[src/rtl/smac_pkg.sv]
package smac_pkg;

    typedef enum logic {
        SMAC_IDLE = 1'b0,
        SMAC_RUN  = 1'b1
    } smac_state_e;

endpackage

[src/rtl/smac_addsub.sv]
// Sign-extended WIDTH+1 bit adder/subtractor for one iteration step.
module smac_addsub #(
    parameter int WIDTH = 8
) (
    input  logic [WIDTH-1:0] acc,
    input  logic [WIDTH-1:0] mcand,
    input  logic             use_m,
    input  logic             neg_m,
    output logic [WIDTH:0]   sum
);
    localparam int EW = WIDTH + 1;

    logic [EW-1:0] acc_ext;
    logic [EW-1:0] m_ext;
    logic [EW-1:0] opnd;
    logic [EW-1:0] cin;

    always_comb begin
        acc_ext = {acc[WIDTH-1], acc};
        m_ext   = {mcand[WIDTH-1], mcand};
        if (!use_m) begin
            opnd = '0;
            cin  = '0;
        end else if (neg_m) begin
            opnd = ~m_ext;
            cin  = {{(EW-1){1'b0}}, 1'b1};
        end else begin
            opnd = m_ext;
            cin  = '0;
        end
        sum = acc_ext + opnd + cin;
    end
endmodule

[src/rtl/smac_ctrl.sv]
// Iteration sequencer: accepts start when idle, counts WIDTH steps.
module smac_ctrl
    import smac_pkg::*;
#(
    parameter int WIDTH = 8
) (
    input  logic clk,
    input  logic rst_n,
    input  logic start,
    output logic load,
    output logic step,
    output logic last,
    output logic busy,
    output logic done
);
    localparam int CNT_W = $clog2(WIDTH + 1);
    localparam logic [CNT_W-1:0] LAST_IDX = CNT_W'(WIDTH - 1);

    typedef struct packed {
        smac_state_e      state;
        logic [CNT_W-1:0] cnt;
        logic             done;
    } ctrl_t;

    ctrl_t ctrl_d, ctrl_q;

    always_comb begin
        ctrl_d      = ctrl_q;
        ctrl_d.done = 1'b0;
        load        = 1'b0;
        step        = 1'b0;
        last        = 1'b0;
        case (ctrl_q.state)
            SMAC_IDLE: begin
                if (start) begin
                    load         = 1'b1;
                    ctrl_d.state = SMAC_RUN;
                    ctrl_d.cnt   = '0;
                end
            end
            SMAC_RUN: begin
                step = 1'b1;
                last = (ctrl_q.cnt == LAST_IDX);
                if (last) begin
                    ctrl_d.state = SMAC_IDLE;
                    ctrl_d.cnt   = '0;
                    ctrl_d.done  = 1'b1;
                end else begin
                    ctrl_d.cnt = ctrl_q.cnt + 1'b1;
                end
            end
            default: ctrl_d.state = SMAC_IDLE;
        endcase
    end

    always_ff @(posedge clk or negedge rst_n) begin
        if (!rst_n) begin
            ctrl_q <= '{state: SMAC_IDLE, cnt: '0, done: 1'b0};
        end else begin
            ctrl_q <= ctrl_d;
        end
    end

    assign busy = (ctrl_q.state == SMAC_RUN);
    assign done = ctrl_q.done;
endmodule

[src/rtl/smac_datapath.sv]
// Product/multiplier shift register plus held multiplicand.
module smac_datapath #(
    parameter int WIDTH = 8
) (
    input  logic               clk,
    input  logic               rst_n,
    input  logic               load,
    input  logic               step,
    input  logic               last,
    input  logic [WIDTH-1:0]   a,
    input  logic [WIDTH-1:0]   x,
    input  logic [WIDTH-1:0]   y,
    output logic [2*WIDTH-1:0] prod
);
    localparam int PW = 2 * WIDTH;

    typedef struct packed {
        logic [WIDTH-1:0] hi;
        logic [WIDTH-1:0] lo;
        logic [WIDTH-1:0] mcand;
    } dp_t;

    dp_t dp_d, dp_q;

    logic [WIDTH:0] sum;
    logic           cur_bit;

    assign cur_bit = dp_q.lo[0];

    smac_addsub #(.WIDTH(WIDTH)) addsub_i (
        .acc   (dp_q.hi),
        .mcand (dp_q.mcand),
        .use_m (cur_bit),
        .neg_m (last),
        .sum   (sum)
    );

    always_comb begin
        dp_d = dp_q;
        if (load) begin
            dp_d.hi    = y;
            dp_d.lo    = x;
            dp_d.mcand = a;
        end else if (step) begin
            dp_d.hi = sum[WIDTH:1];
            dp_d.lo = {sum[0], dp_q.lo[WIDTH-1:1]};
        end
    end

    always_ff @(posedge clk or negedge rst_n) begin
        if (!rst_n) begin
            dp_q <= '0;
        end else begin
            dp_q <= dp_d;
        end
    end

    assign prod = PW'({dp_q.hi, dp_q.lo});
endmodule

[src/rtl/seq_smac.sv]
// Signed sequential multiply-accumulate: prod = y + a*x after WIDTH steps.
module seq_smac #(
    parameter int WIDTH = 8
) (
    input  logic               clk,
    input  logic               rst_n,
    input  logic               start,
    input  logic [WIDTH-1:0]   a,
    input  logic [WIDTH-1:0]   x,
    input  logic [WIDTH-1:0]   y,
    output logic               busy,
    output logic               done,
    output logic [2*WIDTH-1:0] prod
);
    logic load;
    logic step;
    logic last;

    smac_ctrl #(.WIDTH(WIDTH)) ctrl_i (
        .clk   (clk),
        .rst_n (rst_n),
        .start (start),
        .load  (load),
        .step  (step),
        .last  (last),
        .busy  (busy),
        .done  (done)
    );

    smac_datapath #(.WIDTH(WIDTH)) dp_i (
        .clk   (clk),
        .rst_n (rst_n),
        .load  (load),
        .step  (step),
        .last  (last),
        .a     (a),
        .x     (x),
        .y     (y),
        .prod  (prod)
    );
endmodule

[config.mk]
export PLATFORM = sky130hd
export DESIGN_NAME = seq_smac
export DESIGN_NICKNAME = d
export VERILOG_FILES = /design/src/rtl/smac_pkg.sv /design/src/rtl/smac_addsub.sv /design/src/rtl/smac_ctrl.sv /design/src/rtl/smac_datapath.sv /design/src/rtl/seq_smac.sv
export SDC_FILE = /design/constraint.sdc
export NUM_CORES = 1
export LEC_CHECK = 0
export ABC_AREA = 0
export ABC_CLOCK_PERIOD_IN_PS = 3800
export BUFFER_PORTS_ARGS = -buffer_cell sky130_fd_sc_hd__buf_2
export CORE_ASPECT_RATIO = 1.1
export CORE_MARGIN = 2
export CORE_UTILIZATION = 53
export DETAILED_ROUTE_END_ITERATION = 8
export PLACE_DENSITY = 0.81
export SLEW_MARGIN = 40
export SYNTH_ARGS = -nofsm -noshare
export SYNTH_HDL_FRONTEND = slang
export SYNTH_SLANG_ARGS = --single-unit
export TNS_END_PERCENT = 10
[constraint.sdc]
create_clock -name clk -period 3.8 [get_ports clk]
set_input_delay 0.76 -clock clk [delete_from_list [all_inputs] [get_ports clk]]
set_output_delay 0.76 -clock clk [all_outputs]
set_load 0.01 [all_outputs]
==> reports/metrics.yaml <==
setup.worst_path.start: "ctrl_i.ctrl_q[1]"
number_of_buffers_created_by_cts: 5
finalCritPeriodShare_pct: 77.4
drtPass1Iterations: 4
powerDensity_nw_per_um2: 920
first_global_vias: 1344
synth_common_cells: "30 x sky130_fd_sc_hd__dfrtp_1, 17 x sky130_fd_sc_hd__mux2i_1, 15 x sky130_fd_sc_hd__nand2_1, 11 x sky130_fd_sc_hd__o21ai_1, 9 x sky130_fd_sc_hd__ha_1"
synth_cells: 171
worst_pin_slew_ns: 0.660
clock-sinks: 30
routed_via_density: 5.49
drt.antenna.violating_nets: 0
drc_errors: 0
finalPower_uw: 1910
fp.dieW_um: 59.4
arrival_ns: 3.21
grt_antenna_before_repair: 0
critical_path.reg2reg.startpoint: "ctrl_i.ctrl_q[1]"
end_kind: "flip-flop"
finalWorstPathRequiredPeriod_ns: 2.94
max_cap_viol_count: 0
final_nets: 251
post_synth_instance_area_um2: 1790
rows: 22
initial_core_util_pct: 54.5
worst_r2r_endpoint: "dp_i.prod[15]"
setup_repair_after_global_routing_missed_its_margin: "no"
n_antenna_cell: 0
netlist_top_cells_area: "sky130_fd_sc_hd__dfrtp_1 42%, sky130_fd_sc_hd__mux2i_1 9.5%, sky130_fd_sc_hd__ha_1 6.3%"
postLayoutSetupSlackWorst_ns: 0.859
cts_hold_buffers: 0
r2r_slack_ns: 0.86
timing.final.setup_violations: 0
place_congestion: 0.862
yosys_warnings: 0
report.final.slew_viol_count: 0
criticalPathCategory: "reg -> reg"
avgRoutedWirePerCell_um: 14.0
io_pins: 45
power.leakage_uw: 0.00104
htree_num_levels: 2
fp.coreArea_um2: 3280
synthDominantAreaCellType: "sky130_fd_sc_hd__dfrtp_1"
total_of_buffers_placed_on_input_and_output_ports: 44
vdd_drop_max_mv: 0.433
die_area_um2: 3850
ctsResizeCount: 0
yosys.cell_count.top_type: "sky130_fd_sc_hd__dfrtp_1"
seq_area_frac_synth_pct: 42.0
cts.repair_timing.setup_buffer_count: 0
startpoint_type: "flip-flop"
achievable-frequency_mhz: 340
timing.critical_path.required_ns: 4.07
totalWireLength_um: 3520
final_core_util_pct: 63.5
hold_viol_final: 0
grt_first_pass_wirelength_um: 6140
cts_tree: "yes"
finClkSkew_ns: 0.00631
synth.top_cell.area_share_pct: 42.0
max-clock-path-buffers: 2
synth-main-ff-cell: "sky130_fd_sc_hd__dfrtp_1"
synth_cell_types: 35
synth_enable_flop_cells: 0
num-fill-cells: 292
clk_pin_slew_worst_paths_ns: 0.10
critPathMaxFanout: 12
dp.final_hpwl_um: 2560
max_slew_margin_pct: 55.9
synth_seq_cells: 30
cell_at_the_root_of_the_clock_tree: "sky130_fd_sc_hd__clkbuf_4"
area_growth_pct: 16.5
grt_max_degree: 40
syn_avg_cell_area_um2: 10.4
fin_worst_hold_slack_ns: 0.440
drt-initial-drc-count: 53
setup_total_negative_slack_ns: 0
min-delay-path-class: "in -> async"
sum_of_overflow_across_all_layers_after_global_routing: 0
worst_setup_path_endpoint: "dp_i.prod[15]"
status: "completed"
fraction_of_synthesis_flops_using_an_asynchronous_set_or_reset_pin_pct: 100
chipHeight_um: 64.9
grt_util_all_layers_pct: 21.1
vias: 1378
r2r.worst_path.cells: 10
worstSkewPairLatency_ns: 0.33
place_ws_ns: 0.851
share_of_cells_above_drive_strength_1_pct: 26.5
mappedNetlistNets: 208
## per-stage QoR
| stage | instance area, um2 | instances |
|---|---|---|
| 2_1_floorplan | 1790 | 171 |
| 3_3_place_gp | 2020 | 243 |
| 3_5_place_dp | 2020 | 243 |
| 4_1_cts | 2080 | 251 |
| 5_1_grt | 2080 | 251 |
| 6_report | 2080 | 251 |
## layout make-up
class	count	area, um2	area share, %
Timing Repair Buffer	45	228	10.9
Clock buffer	6	51.3	2.47
Multi-Input combinational cell	128	978	47.0
Sequential cell	30	751	36.1
Tap cell	36	45.0	2.16
Inverter	4	15.0	0.722
Clock inverter	2	12.5	0.601
## power breakdown
| part | internal [uW] | switching [uW] | total [uW] |
|---|---|---|---|
| clock network | 88.8 | 118 | 207 |
| logic | 521 | 561 | 1080 |
| registers | 490 | 136 | 626 |
## registers in the layout (all words and copies together), names as in the netlist
signal         cells
dp_i.prod         16
dp_i.dp_q          8
ctrl_i.ctrl_q      4
ctrl_i.busy        1
ctrl_i.done        1
## routing by layer
metal  routed length [um]  global-route usage (%)
met5                    0                       0
met4                   56                    5.97
met3                  172                    4.99
met2                 1700                    33.8
met1                 1590                    28.3
## worst min path at each step
stage and end:
3_3_place_gp dp_i.dp_q[4], 3_5_place_dp dp_i.prod[1], 2_1_floorplan ctrl_i.busy, 5_1_grt dp_i.prod[15], 4_1_cts dp_i.prod[11], 6_report dp_i.prod[15]
## worst max-delay path, cell delays in order (launching register included)
cell and delay, ns:
sky130_fd_sc_hd__dfrtp_1 0.40, sky130_fd_sc_hd__ha_1 0.23, sky130_fd_sc_hd__and4b_1 0.55, sky130_fd_sc_hd__xor2_1 0.11, sky130_fd_sc_hd__and2_1 0.18, sky130_fd_sc_hd__ha_1 0.31, sky130_fd_sc_hd__nor2b_4 0.15, sky130_fd_sc_hd__o31ai_4 0.22
sky130_fd_sc_hd__a21oi_2 0.08, sky130_fd_sc_hd__or4b_1 0.47, sky130_fd_sc_hd__a31oi_1 0.17
## logic make-up after synthesis
| logic type | after synthesis | share of synthesized area, % |
|---|---|---|
| buffers and inverters | 13 | 3.22 |
| multiplexers | 25 | 14.6 |
| AND/OR/NAND/NOR | 43 | 13.1 |
| AO/OA/AOI/OAI | 39 | 14.3 |
| adder cells (fa/ha/maj) | 10 | 7.42 |
| flip-flops | 30 | 42.0 |
| XOR/XNOR | 11 | 5.39 |
## layout by cell type (no fill, tap or decap), drive strengths merged, types with 3 or more instances in the layout
cell / instances
nand2b: 5
inv: 4
a21oi: 9
a211oi: 4
xor2: 6
mux2i: 17
xnor2: 5
o31ai: 3
dfrtp: 30
ha: 9
buf: 45
mux2: 8
nor2: 5
nand2: 15
o21ai: 15
nor2b: 4
and2: 7
clkbuf: 6
Note: power is estimated with default switching activity, not from simulation.
